### config.mk
export PLATFORM = sky130hd
export DESIGN_NAME = disp_regfile
export DESIGN_NICKNAME = d
export VERILOG_FILES = /design/src/rtl/disp_regfile.sv
export SDC_FILE = /design/constraint.sdc
export NUM_CORES = 1
export LEC_CHECK = 0
export BUFFER_PORTS_ARGS = -buffer_cell sky130_fd_sc_hd__buf_2
export CAP_MARGIN = 25
export CORE_MARGIN = 5
export CORE_UTILIZATION = 38
export CTS_CLUSTER_SIZE = 25
export DETAILED_ROUTE_END_ITERATION = 8
export PLACE_DENSITY = 0.62
export SETUP_SLACK_MARGIN = 0.1
export SLEW_MARGIN = 15
export SYNTH_ARGS = -nofsm -noshare
export SYNTH_HDL_FRONTEND = slang
export SYNTH_SLANG_ARGS = --single-unit
### constraint.sdc
create_clock -name clk -period 2.85 [get_ports clk]
set_clock_uncertainty 0.1 [all_clocks]
set_input_delay 0.1425 -clock clk [delete_from_list [all_inputs] [get_ports clk]]
set_output_delay 0.1425 -clock clk [all_outputs]
set_load 0.01 [all_outputs]
### src/rtl/disp_regfile.sv
module disp_regfile #(
  parameter int CLR_WAIT = 16
) (
  input  logic        clk,
  input  logic        rst_n,
  input  logic [2:0]  bus_addr,
  input  logic [7:0]  bus_din,
  output logic [7:0]  bus_dout,
  output logic        bus_oe,
  input  logic        sel_n,
  input  logic        sel,
  input  logic        rd_n,
  input  logic        wr_n,
  output logic [31:0] char_words,
  output logic [7:0]  ctrl_word,
  output logic        busy
);

  localparam int CW = $clog2(CLR_WAIT + 1);

  logic [2:0]    rd_sync, wr_sync;
  logic [CW-1:0] wait_cnt;
  logic [7:0]    chr [4] = '{default: 8'h00};
  logic [7:0]    ctrl = 8'h00;
  logic          cs_ok, commit, wipe;

  always_ff @(posedge clk or negedge rst_n)
    if (!rst_n) begin
      rd_sync <= 3'b111;
      wr_sync <= 3'b111;
    end else begin
      rd_sync <= {rd_sync[1:0], rd_n};
      wr_sync <= {wr_sync[1:0], wr_n};
    end

  assign cs_ok  = ~sel_n & sel;
  assign busy   = wait_cnt != '0;
  assign commit = wr_sync[1] & ~wr_sync[2] & rd_sync[1] & cs_ok & ~busy;
  assign wipe   = commit & ~bus_addr[2] & bus_din[7];

  always_ff @(posedge clk)
    if (commit) begin
      if (bus_addr[2])
        chr[bus_addr[1:0]] <= bus_din;
      else begin
        ctrl <= bus_din;
        if (bus_din[7])
          for (int i = 0; i < 4; i++) chr[i] <= 8'h00;
      end
    end

  always_ff @(posedge clk or negedge rst_n)
    if (!rst_n)      wait_cnt <= '0;
    else if (wipe)   wait_cnt <= CW'(CLR_WAIT);
    else if (busy)   wait_cnt <= wait_cnt - 1'b1;

  assign bus_dout  = bus_addr[2] ? chr[bus_addr[1:0]] : ctrl;
  assign bus_oe    = cs_ok & ~rd_sync[1] & wr_sync[1] & ~busy;
  assign ctrl_word = ctrl;

  for (genvar g = 0; g < 4; g++) begin : g_out
    assign char_words[8*g +: 8] = chr[g];
  end


  wipe_zero_chk: assert property (@(posedge clk) disable iff (!rst_n)
    $rose(busy) |-> char_words == 32'h0);


  busy_freeze_chk: assert property (@(posedge clk) disable iff (!rst_n)
    busy |=> ($stable(char_words) && $stable(ctrl_word)));


  oe_release_chk: assert property (@(posedge clk) disable iff (!rst_n)
    $past(rd_n, 2) |-> !bus_oe);


  commit_edge_chk: assert property (@(posedge clk) disable iff (!rst_n)
    (ctrl_word != $past(ctrl_word)) |-> !$past(wr_n, 4));


  char_edge_chk: assert property (@(posedge clk) disable iff (!rst_n)
    (char_words != $past(char_words) && !$rose(busy)) |-> !$past(wr_n, 4));

endmodule

Word level (Yosys, flattened, before mapping)
Memories as Yosys holds them, arrays and structs flattened. Index checks and enable logic that the tools add are counted. W data, S select, Z words.

Register bits: 18. Word-level logic and storage cells: 38. Output and inout port bits: 50. Memories kept: 1. Bits of input ports: 17. RAM bits: 32.

Memories: chr (depth 4, bits a word 8, rd ports 5, clocked after memory_dff 0, write ports 4, RTL line 23) `logic [7:0] chr [4] = '{default: 8'h00};`.

Bitwise logic cells: 15. Mux-type cells: 13. $add $sub $neg: 1. Reductions and logical operators: 4.

Operators with widths (number): $mux W8 (2); $and A1 B1 Y1 (10); $mux W5 (2); $mux W1 (8); $reduce_or A8 Y1 (1); $not A1 Y1 (5); $reduce_bool A5 Y1 (1); $sub A5 B1 Y5 const B (1); $mux W2 (1); $reduce_and A2 Y1 (1); $reduce_bool A2 Y1 (1).

Logic depth before layout (Yosys ltp)
Gate-level depths: netlist (run 1).

Depth in word-level cells: 9. Depth in mapped cells: 8. Mapped depth without buffers: 6.

Worst setup path before layout (run 1)
Ideal clock, no wire load.

Path kind: register -> register. From: register wait_cnt[0]. To: memory chr[3][0] (enable). Setup time: 0.383 ns. Clock period less this slack: 2.610 ns. Slack: 0.240 ns. Data arrival time: 2.127 ns. Buffers on the path: 2. Required time: 2.367 ns. Cell stages (with the launch flop): 9. Cells stage by stage: dfrtp_1 > inv_1 > ha_1 > nor4b_4 > and4_1 > buf_4 > buf_6 > a21oi_2 > nor3_1.

RTL lines: from (decl) (RTL line 22) `logic [CW-1:0] wait_cnt;`; from (signal assigned) (RTL line 54) `else if (wipe) wait_cnt <= CW'(CLR_WAIT);`; from (signal assigned) (RTL line 55) `else if (busy) wait_cnt <= wait_cnt - 1'b1;`; to (decl) (RTL line 23).

==> results by group, run 1 <==
Status
  • Status: completed

Clock tree
  • Clock slew at reported path FFs: 90 ps
  • CTS tree: yes
  • CTS Hold Bufs: 10
  • Max Buffers Root-to-Sink: 2
  • H-tree depth: 2
  • Post-CTS resize count: 0
  • Clock sinks: 50
  • Clk root buf: clkbuf_8
  • Clk_lat worst skew: 300 ps
  • Setup bufs post-CTS: 0
  • TritonCTS Buffers: 5

Detailed routing
  • Drt first pass iters: 4
  • Detailed-route DRC error count: 0
  • Average routed wire per standard cell: 17.1 um
  • Metal2 WL: 2860 um
  • 1st-iter DRT viols: 124
  • Final ANT Viol Nets: 0
  • Total wire length: 5890 um
  • Met3 WL: 489 um
  • Met1 WL: 2470 um
  • Highest routed layer: met4
  • Vias after detailed routing: 1882
  • Routed vias/inst: 5.46

Layout
  • Commonest non-fill, non-tap cell in the layout: buf_2
  • P&R area growth vs syn: 26.1%
  • Fill cell count: 535
  • Most frequent cells in the layout: buf_2, o21ai_0, nand3_1
  • FF+latch area: 1220 um^2
  • # nets final: 287
  • Multi-input logic area: 911 um^2
  • Finished Cell Area: 2830 um^2
  • # diodes: 0
  • Share of cells above drive strength 1: 0.378

Timing
  • Final setup violation count: 0
  • Fmax: 409 MHz
  • Fin crit share: 0.859
  • Final Hold Viols: 0
  • RSZ-0062 raised after global routing: no
  • Slew Limit Fails: 0
  • Setup TNS: 0 ps
  • Relative slew slack: 0.511
  • Minimum clock period: 2450 ps
  • Final setup margin: 403 ps
  • Slew @ Worst Pin: 732 ps

Synthesis
  • Ys Warns: 0
  • Post-synthesis cell count: 198
  • Syn Nets: 216
  • Post-Syn Area: 2250 um^2
  • Yosys reg bits: 50
  • Cell variety after synth: 35
  • Register area share after synthesis: 0.542
  • Avg Inst Size Synth: 11.3 um^2

Global routing
  • Largest net degree at the start of global routing: 35
  • Initial antenna violation count: 0
  • Grt ovf: 0
  • Global-route wire length before repair: 9140 um
  • Vias in the first global route: 1731
  • Total GRT Usage: 0.157

Die
  • Core Rows: 28
  • Initial core utilization: 0.384
  • Die ar.: 7550 um^2
  • I/O pins: 67
  • Core region area: 5850 um^2
  • Die width: 86.9 um
  • Vert. Die Dim: 86.9 um

Setup path
  • CP Class: flip-flop to flip-flop
  • CP Cell Sequence: inv_1 -> ha_1 -> nor4b_4 -> and4_1 -> a21oi_2 -> nor3_1 -> buf_4
  • Reg2reg setup slack: 400 ps
  • Reg2reg start: wait_cnt[0]$_DFFE_PN0P_
  • Max Fanout on Critical Path: 9
  • Reg2reg path depth: 7
  • Critical path launch point type: flip-flop
  • Arrival time worst endpoint: 2370 ps
  • Reg2reg end: chr[3][0]$_DFFE_PP_
  • Slowest CP cell: nor4b_4
  • CP Data Required Time: 2770 ps
  • CP peak stage delay: 440 ps
  • CP endpoint kind: flip-flop

Power
  • Leak: 1.18 nW
  • Total chip power: 1.74 mW
  • Pwr dens: 613 nW/um^2
  • Peak supply drop: 0.306 mV

Hold path
  • Depth of the worst hold-timing path: 1
  • Hold Crit Start: bus_din[7]
  • WHS Endpoint: ctrl_word[7]$_DFFE_PP_
  • Hold Path Class: input port to flip-flop

Placed design
  • Worst slack, placed: 440 ps
  • Placed cell areas: 2590 um^2
  • Final GP Congestion: 0.840
  • DPL Wire Length: 3950 um
  • Port bufs: 66

Job
  • Max-Cap Viols: 0
worst max-delay path, delay by kind of cell, from the launching register on:
family                     cells  cell delay [ps]
AOI/OAI and AO/OA              1               40
adders and majority gates      1              210
and+or+nand+nor                3             1110
buffers and inverters          2              310
DFF                            1              400
per-layer routing:
layer,track usage,up-vias
met5,0,-
met1,0.207,926
met3,0.0369,8
met2,0.259,78
met4,0.0453,0
li1,-,870
worst max-delay path by stage:
stage                                  from                   to  slack (ps)
floorplan           wait_cnt[0]$_DFFE_PN0P_  chr[3][0]$_DFFE_PP_         240
global placement    wait_cnt[0]$_DFFE_PN0P_  chr[3][7]$_DFFE_PP_         540
detailed placement  wait_cnt[0]$_DFFE_PN0P_  chr[3][0]$_DFFE_PP_         440
CTS                 wait_cnt[0]$_DFFE_PN0P_  chr[3][0]$_DFFE_PP_         410
global route        wait_cnt[0]$_DFFE_PN0P_  chr[3][7]$_DFFE_PP_         220
finish              wait_cnt[0]$_DFFE_PN0P_  chr[3][0]$_DFFE_PP_         400
logic make-up after synthesis:
group,count (synthesis),synth area share
AO/OA/AOI/OAI,56,0.133
AND/OR/NAND/NOR,55,0.142
flip-flops,50,0.542
buffers and inverters,19,0.0524
multiplexers,17,0.125
adder cells (fa/ha/maj),1,0.00557
area by class of cell:
| class | instances | share of cell area |
|---|---|---|
| Inverter | 4 | 0.00530 |
| Tap cell | 75 | 0.0331 |
| Clock buffer | 6 | 0.0292 |
| Timing Repair Buffer | 79 | 0.160 |
| Sequential cell | 50 | 0.430 |
| Multi-Input combinational cell | 129 | 0.322 |
| Clock inverter | 2 | 0.0212 |
cells in the mapped netlist, drive strengths merged:
| master | instances | share of area |
|---|---|---|
| a21o | 1 | 0.0033 |
| a21oi | 25 | 0.057 |
| and2b | 6 | 0.020 |
| and3 | 1 | 0.0028 |
| and3b | 1 | 0.0039 |
| and4 | 1 | 0.0039 |
| buf | 11 | 0.038 |
| clkbuf | 4 | 0.0078 |
| dfrtp | 5 | 0.056 |
| dfstp | 5 | 0.058 |
| dfxtp | 24 | 0.21 |
| edfxtp | 16 | 0.21 |
| ha | 1 | 0.0056 |
| inv | 4 | 0.0067 |
| mux2 | 8 | 0.040 |
| mux2i | 1 | 0.0045 |
| mux4 | 8 | 0.080 |
| nand2 | 6 | 0.010 |
| nand2b | 2 | 0.0056 |
| nand3 | 25 | 0.056 |
| nor2 | 3 | 0.0050 |
| nor2b | 5 | 0.014 |
| nor3 | 2 | 0.0045 |
| nor3b | 1 | 0.0033 |
| nor4b | 1 | 0.011 |
| o2111a | 1 | 0.0056 |
| o2111ai | 1 | 0.0039 |
| o21ai | 27 | 0.060 |
| o22ai | 1 | 0.0028 |
| or2 | 1 | 0.0028 |
flip-flops by register name (all words and copies together) (netlist names):
register   count
chr           32
ctrl_word      8
wait_cnt       5
wr_sync        3
rd_sync        2
metrics by stage:
stage	hold slack [ps]	cells	util
after floorplan	-253	198	-
after global placement	-92.5	327	0.443
after detailed placement	-89.8	327	0.443
after CTS	83.1	345	0.484
after global routing	79.9	345	0.484
final	87.4	345	0.484
report_power, final:
| part | leakage, nW | switching (mW) | internal [mW] |
|---|---|---|---|
| sequential | 0.452 | 0.0503 | 0.797 |
| clock | 0.0714 | 0.229 | 0.374 |
| combinational | 0.657 | 0.153 | 0.134 |
Note: power is estimated with default switching activity, not from simulation.
==> run 2, diff against run 1 <==
--- a/config.mk
+++ b/config.mk
@@ -7,11 +7,13 @@
 export LEC_CHECK = 0
 export BUFFER_PORTS_ARGS = -buffer_cell sky130_fd_sc_hd__buf_2
 export CAP_MARGIN = 25
+export CELL_PAD_IN_SITES_DETAIL_PLACEMENT = 1
+export CELL_PAD_IN_SITES_GLOBAL_PLACEMENT = 2
 export CORE_MARGIN = 5
-export CORE_UTILIZATION = 38
+export CORE_UTILIZATION = 32
 export CTS_CLUSTER_SIZE = 25
 export DETAILED_ROUTE_END_ITERATION = 8
-export PLACE_DENSITY = 0.62
+export PLACE_DENSITY_LB_ADDON = 0.3
 export SETUP_SLACK_MARGIN = 0.1
 export SLEW_MARGIN = 15
 export SYNTH_ARGS = -nofsm -noshare
==> results by group, run 2 (synthesis gave the netlist of run 1 again) <==
Status
  • Status: completed

Setup path
  • CP Data Required Time: 2810 ps
  • Critical path launch point type: flip-flop
  • CP Cell Sequence: inv_1 -> ha_1 -> nor4b_4 -> and4_1 -> buf_4 -> and2b_1
  • Arrival time worst endpoint: 2250 ps
  • Max Fanout on Critical Path: 24
  • CP peak stage delay: 420 ps
  • CP endpoint kind: flip-flop
  • Slowest CP cell: nor4b_4
  • CP Class: flip-flop to flip-flop

Power
  • Peak supply drop: 0.283 mV
  • Pwr dens: 551 nW/um^2
  • Leak: 1.16 nW
  • Total chip power: 1.54 mW

Layout
  • Final Core Density: 0.412
  • Max FFs per register: 32
  • # diodes: 0
  • P&R area growth vs syn: 24.7%
  • Finished Cell Area: 2800 um^2
  • Final Non-Filler Cells: 366
  • Most frequent cells in the layout: buf_2, o21ai_0, nand3_1
  • Multi-input logic area: 911 um^2
  • Commonest non-fill, non-tap cell in the layout: buf_2
  • FF+latch area: 1220 um^2
  • # nets final: 287
  • Largest Register: chr
  • Share of cells above drive strength 1: 0.378
  • Fill cell count: 777

Clock tree
  • Clk root buf: clkbuf_8
  • CTS tree: yes
  • Clk_lat worst skew: 290 ps
  • Max Buffers Root-to-Sink: 2
  • Clock slew at reported path FFs: 90 ps
  • Clock sinks: 50
  • Setup bufs post-CTS: 0
  • Post-CTS resize count: 0
  • H-tree depth: 2
  • TritonCTS Buffers: 5

Job
  • Max-Cap Viols: 0

Timing
  • Final setup margin: 566 ps
  • Minimum clock period: 2280 ps
  • Setup TNS: 0 ps
  • Slew @ Worst Pin: 772 ps
  • Fmax: 438 MHz
  • Relative slew slack: 0.484
  • Slew Limit Fails: 0
  • Final Hold Viols: 0
  • Fin crit share: 0.802
  • Worst hold margin: 5.85 ps
  • RSZ-0062 raised after global routing: no
  • Final setup violation count: 0

Detailed routing
  • Routed vias/inst: 5.05
  • Drt first pass iters: 4
  • Detailed-route DRC error count: 0
  • Average routed wire per standard cell: 18.1 um
  • Total wire length: 6630 um
  • 1st-iter DRT viols: 77
  • Vias after detailed routing: 1848
  • Final ANT Viol Nets: 0

Die
  • I/O pins: 67
  • Die ar.: 8790 um^2
  • Core Rows: 30
  • Die width: 93.8 um
  • Initial core utilization: 0.331
  • Core region area: 6790 um^2
  • Vert. Die Dim: 93.8 um

Global routing
  • Largest net degree at the start of global routing: 25
  • Total GRT Usage: 0.156
  • Initial antenna violation count: 0
  • Grt ovf: 0
  • Global-route wire length before repair: 10700 um
  • Vias in the first global route: 1969

Placed design
  • Port bufs: 66
  • DP Cell Count: 349
  • Placed cell areas: 2620 um^2
  • Worst slack, placed: 576 ps
  • Final GP Congestion: 0.705
  • DPL Wire Length: 4490 um

Hold path
  • Hold Path Class: input port to flip-flop
-- run 2: cell count changes in the layout (fill, tap and decap cells not counted), sizes merged --
cell,change
bufinv,-2
clkinv,+2
buf,+1
dlygate4sd3,-1
-- run 2: timing repair --
| item | CTS | global route |
|---|---|---|
| hold endpoints to repair | 18 | 0 |
| setup endpoints to repair | 0 | 0 |
| hold buffers | 9 | 0 |
-- run 2: cell type report --
cell class / count / area share
flip-flops and latches: 50 / 0.435
repair buffers: 79 / 0.161
multi-input cells: 129 / 0.325
well taps: 96 / 0.0429
inverters: 4 / 0.00536
clock buffers: 6 / 0.0259
clock inverters: 2 / 0.00492
-- run 2: power breakdown --
group	internal, mW	switching (mW)	total, mW
combinational	0.133	0.153	0.286
sequential	0.797	0.0504	0.848
clock	0.174	0.235	0.409
total	1.10	0.438	1.54
-- run 2: path summary, 6_finish.rpt --
kind / from / endpoint / slack, ps / cells after the start
setup reg to reg: wait_cnt[0]$_DFFE_PN0P_ / chr[3][4]$_DFFE_PP_ / 570 / 6
setup / recovery: wait_cnt[0]$_DFFE_PN0P_ / chr[3][4]$_DFFE_PP_ / 570 / 6
hold reg to reg: wr_sync[0]$_DFF_PN1_ / wr_sync[1]$_DFF_PN1_ / 260 / 0
hold / removal: bus_din[3] / ctrl_word[3]$_DFFE_PP_ / 6 / 1
max in group asynchronous: rst_n / wr_sync[2]$_DFF_PN1_ / 2280 / 2
min in group asynchronous: rst_n / wait_cnt[4]$_DFFE_PN0P_ / 120 / 2
-- run 2: worst max-delay path, delay by kind of cell (launching register included) --
| family | cells | cell delay (ps) |
|---|---|---|
| flip-flops | 1 | 400 |
| adder cells (fa/ha/maj) | 1 | 210 |
| buffers and inverters | 2 | 370 |
| AND/OR/NAND/NOR | 3 | 970 |
-- run 2: routing by layer --
metal,vias to the layer above,track usage,share of wire
met2,41,0.265,0.51
li1,872,-,-
met4,0,0.0325,0.0065
met1,931,0.205,0.44
met5,-,0,0
met3,4,0.0321,0.041
==> run 3, diff against run 2 <==
==> constraint.sdc (replaced) <==
create_clock -name clk -period 2.4 [get_ports clk]
set_clock_uncertainty 0.1 [all_clocks]
set_input_delay 0.12 -clock clk [delete_from_list [all_inputs] [get_ports clk]]
set_output_delay 0.12 -clock clk [all_outputs]
set_load 0.01 [all_outputs]
==> results by group, run 3 (synthesis gave the netlist of run 1 again) <==
Global routing
  • Largest net degree at the start of global routing: 35
  • Vias in the first global route: 2016
  • Grt ovf: 0
  • Initial antenna violation count: 0
  • GR met2 Demand/Resource: 0.265
  • GR Util met3: 0.0329
  • Global-route wire length before repair: 10800 um
  • Total GRT Usage: 0.160
  • Met1 Usage GRT: 0.209
  • Grt peak-use layer: met2

Detailed routing
  • Final ANT Viol Nets: 0
  • Vias after detailed routing: 1904
  • Total wire length: 6770 um
  • Routed vias/inst: 5.15
  • 1st-iter DRT viols: 78
  • Drt first pass iters: 4
  • Detailed-route DRC error count: 0
  • Average routed wire per standard cell: 18.3 um

Power
  • Total chip power: 1.90 mW
  • Leak: 1.19 nW
  • Peak supply drop: 0.247 mV
  • Pwr dens: 663 nW/um^2

Layout
  • Fill cell count: 775
  • # nets final: 291
  • Finished Cell Area: 2870 um^2
  • Max FFs per register: 32
  • Largest Register: chr
  • P&R area growth vs syn: 27.9%
  • Share of cells above drive strength 1: 0.391
  • Most frequent cells in the layout: buf_2, o21ai_0, nand3_1
  • Commonest non-fill, non-tap cell in the layout: buf_2
  • # diodes: 0

Timing
  • Final Hold Viols: 0
  • Final setup violation count: 0
  • Setup TNS: 0 ps
  • Slew Limit Fails: 0
  • Fmax: 459 MHz
  • Minimum clock period: 2180 ps
  • Slew @ Worst Pin: 677 ps
  • RSZ-0062 raised after global routing: no
  • Fin crit share: 0.907
  • Final setup margin: 222 ps
  • Relative slew slack: 0.547

Clock tree
  • TritonCTS Buffers: 5
  • Clock slew at reported path FFs: 100 ps
  • Clock sinks: 50
  • Clk root buf: clkbuf_8
  • Clk_lat worst skew: 310 ps
  • Max Buffers Root-to-Sink: 2
  • H-tree depth: 2
  • CTS tree: yes

Setup path
  • Reg2reg end: ctrl_word[3]$_DFFE_PP_
  • Max Fanout on Critical Path: 9
  • Critical path launch point type: flip-flop
  • CP Class: flip-flop to flip-flop
  • CP Data Required Time: 2260 ps
  • Arrival time worst endpoint: 2040 ps
  • Reg2reg setup slack: 220 ps
  • Reg2reg path depth: 5
  • Reg2reg start: wait_cnt[0]$_DFFE_PN0P_
  • CP endpoint kind: flip-flop

Die
  • Die width: 93.8 um
  • Core region area: 6790 um^2
  • Core Rows: 30
  • Die ar.: 8790 um^2
  • I/O pins: 67
  • Initial core utilization: 0.331
  • Vert. Die Dim: 93.8 um

Placed design
  • Final GP Congestion: 0.773
  • Port bufs: 66
  • DPL Wire Length: 4580 um
  • Placed cell areas: 2650 um^2
  • Worst slack, placed: 194 ps

Hold path
  • WHS Endpoint: ctrl_word[7]$_DFFE_PP_
  • Hold Path Class: input port to flip-flop
  • Hold Crit Start: bus_din[7]
  • Depth of the worst hold-timing path: 1

Job
  • Max-Cap Viols: 0

Status
  • Status: completed
[run 3: final cells by class]
type                            count  area, um^2  share of cell area
Sequential cell                    50        1220               0.424
Clock buffer                        5        68.8              0.0240
Timing Repair Buffer               83         499               0.174
Inverter                            4        15.0             0.00523
Clock inverter                      3        28.8              0.0100
Multi-Input combinational cell    129         922               0.321
Tap cell                           96         120              0.0418
[run 3: worst max-delay path by stage]
stage | start | cells past startpoint | to
finish | wait_cnt[0]$_DFFE_PN0P_ | 5 | ctrl_word[3]$_DFFE_PP_
global route | wait_cnt[0]$_DFFE_PN0P_ | 5 | ctrl_word[7]$_DFFE_PP_
CTS | wait_cnt[0]$_DFFE_PN0P_ | 6 | chr[3][4]$_DFFE_PP_
detailed placement | wait_cnt[0]$_DFFE_PN0P_ | 6 | chr[3][3]$_DFFE_PP_
global placement | wait_cnt[0]$_DFFE_PN0P_ | 5 | ctrl_word[6]$_DFFE_PP_
floorplan | wait_cnt[0]$_DFFE_PN0P_ | 8 | chr[3][0]$_DFFE_PP_
[run 3: repair_timing]
action,CTS,global route
setup endpoints to repair,0,13
hold buffers,10,0
buffers inserted,0,1
hold endpoints to repair,34,0
resized for setup,0,1
[run 3: metrics by stage]
stage	utilization	hold slack, ps	std cells
after floorplan	-	-276	198
after global placement	0.390	-111	351
after detailed placement	0.390	-109	351
after CTS	0.419	20.8	369
after global routing	0.423	30.9	370
final	0.423	30.3	370
[run 3: critical path, cell delays in order, from the launching register on]
cell	delay (ps)
dfrtp_1	410
inv_1	90
ha_1	210
nor4b_4	300
buf_4	200
and3_1	500
[run 3: per-layer routing]
layer / wire (um) / share of wire
met1: 3000 / 0.44
met5: 0 / 0
met2: 3360 / 0.50
met4: 91 / 0.013
met3: 316 / 0.047
[run 3: where the power goes]
| group | switching, mW | total [mW] | internal (mW) |
|---|---|---|---|
| clock network | 0.324 | 0.541 | 0.217 |
| registers | 0.0614 | 1.01 | 0.947 |
| logic | 0.188 | 0.356 | 0.168 |
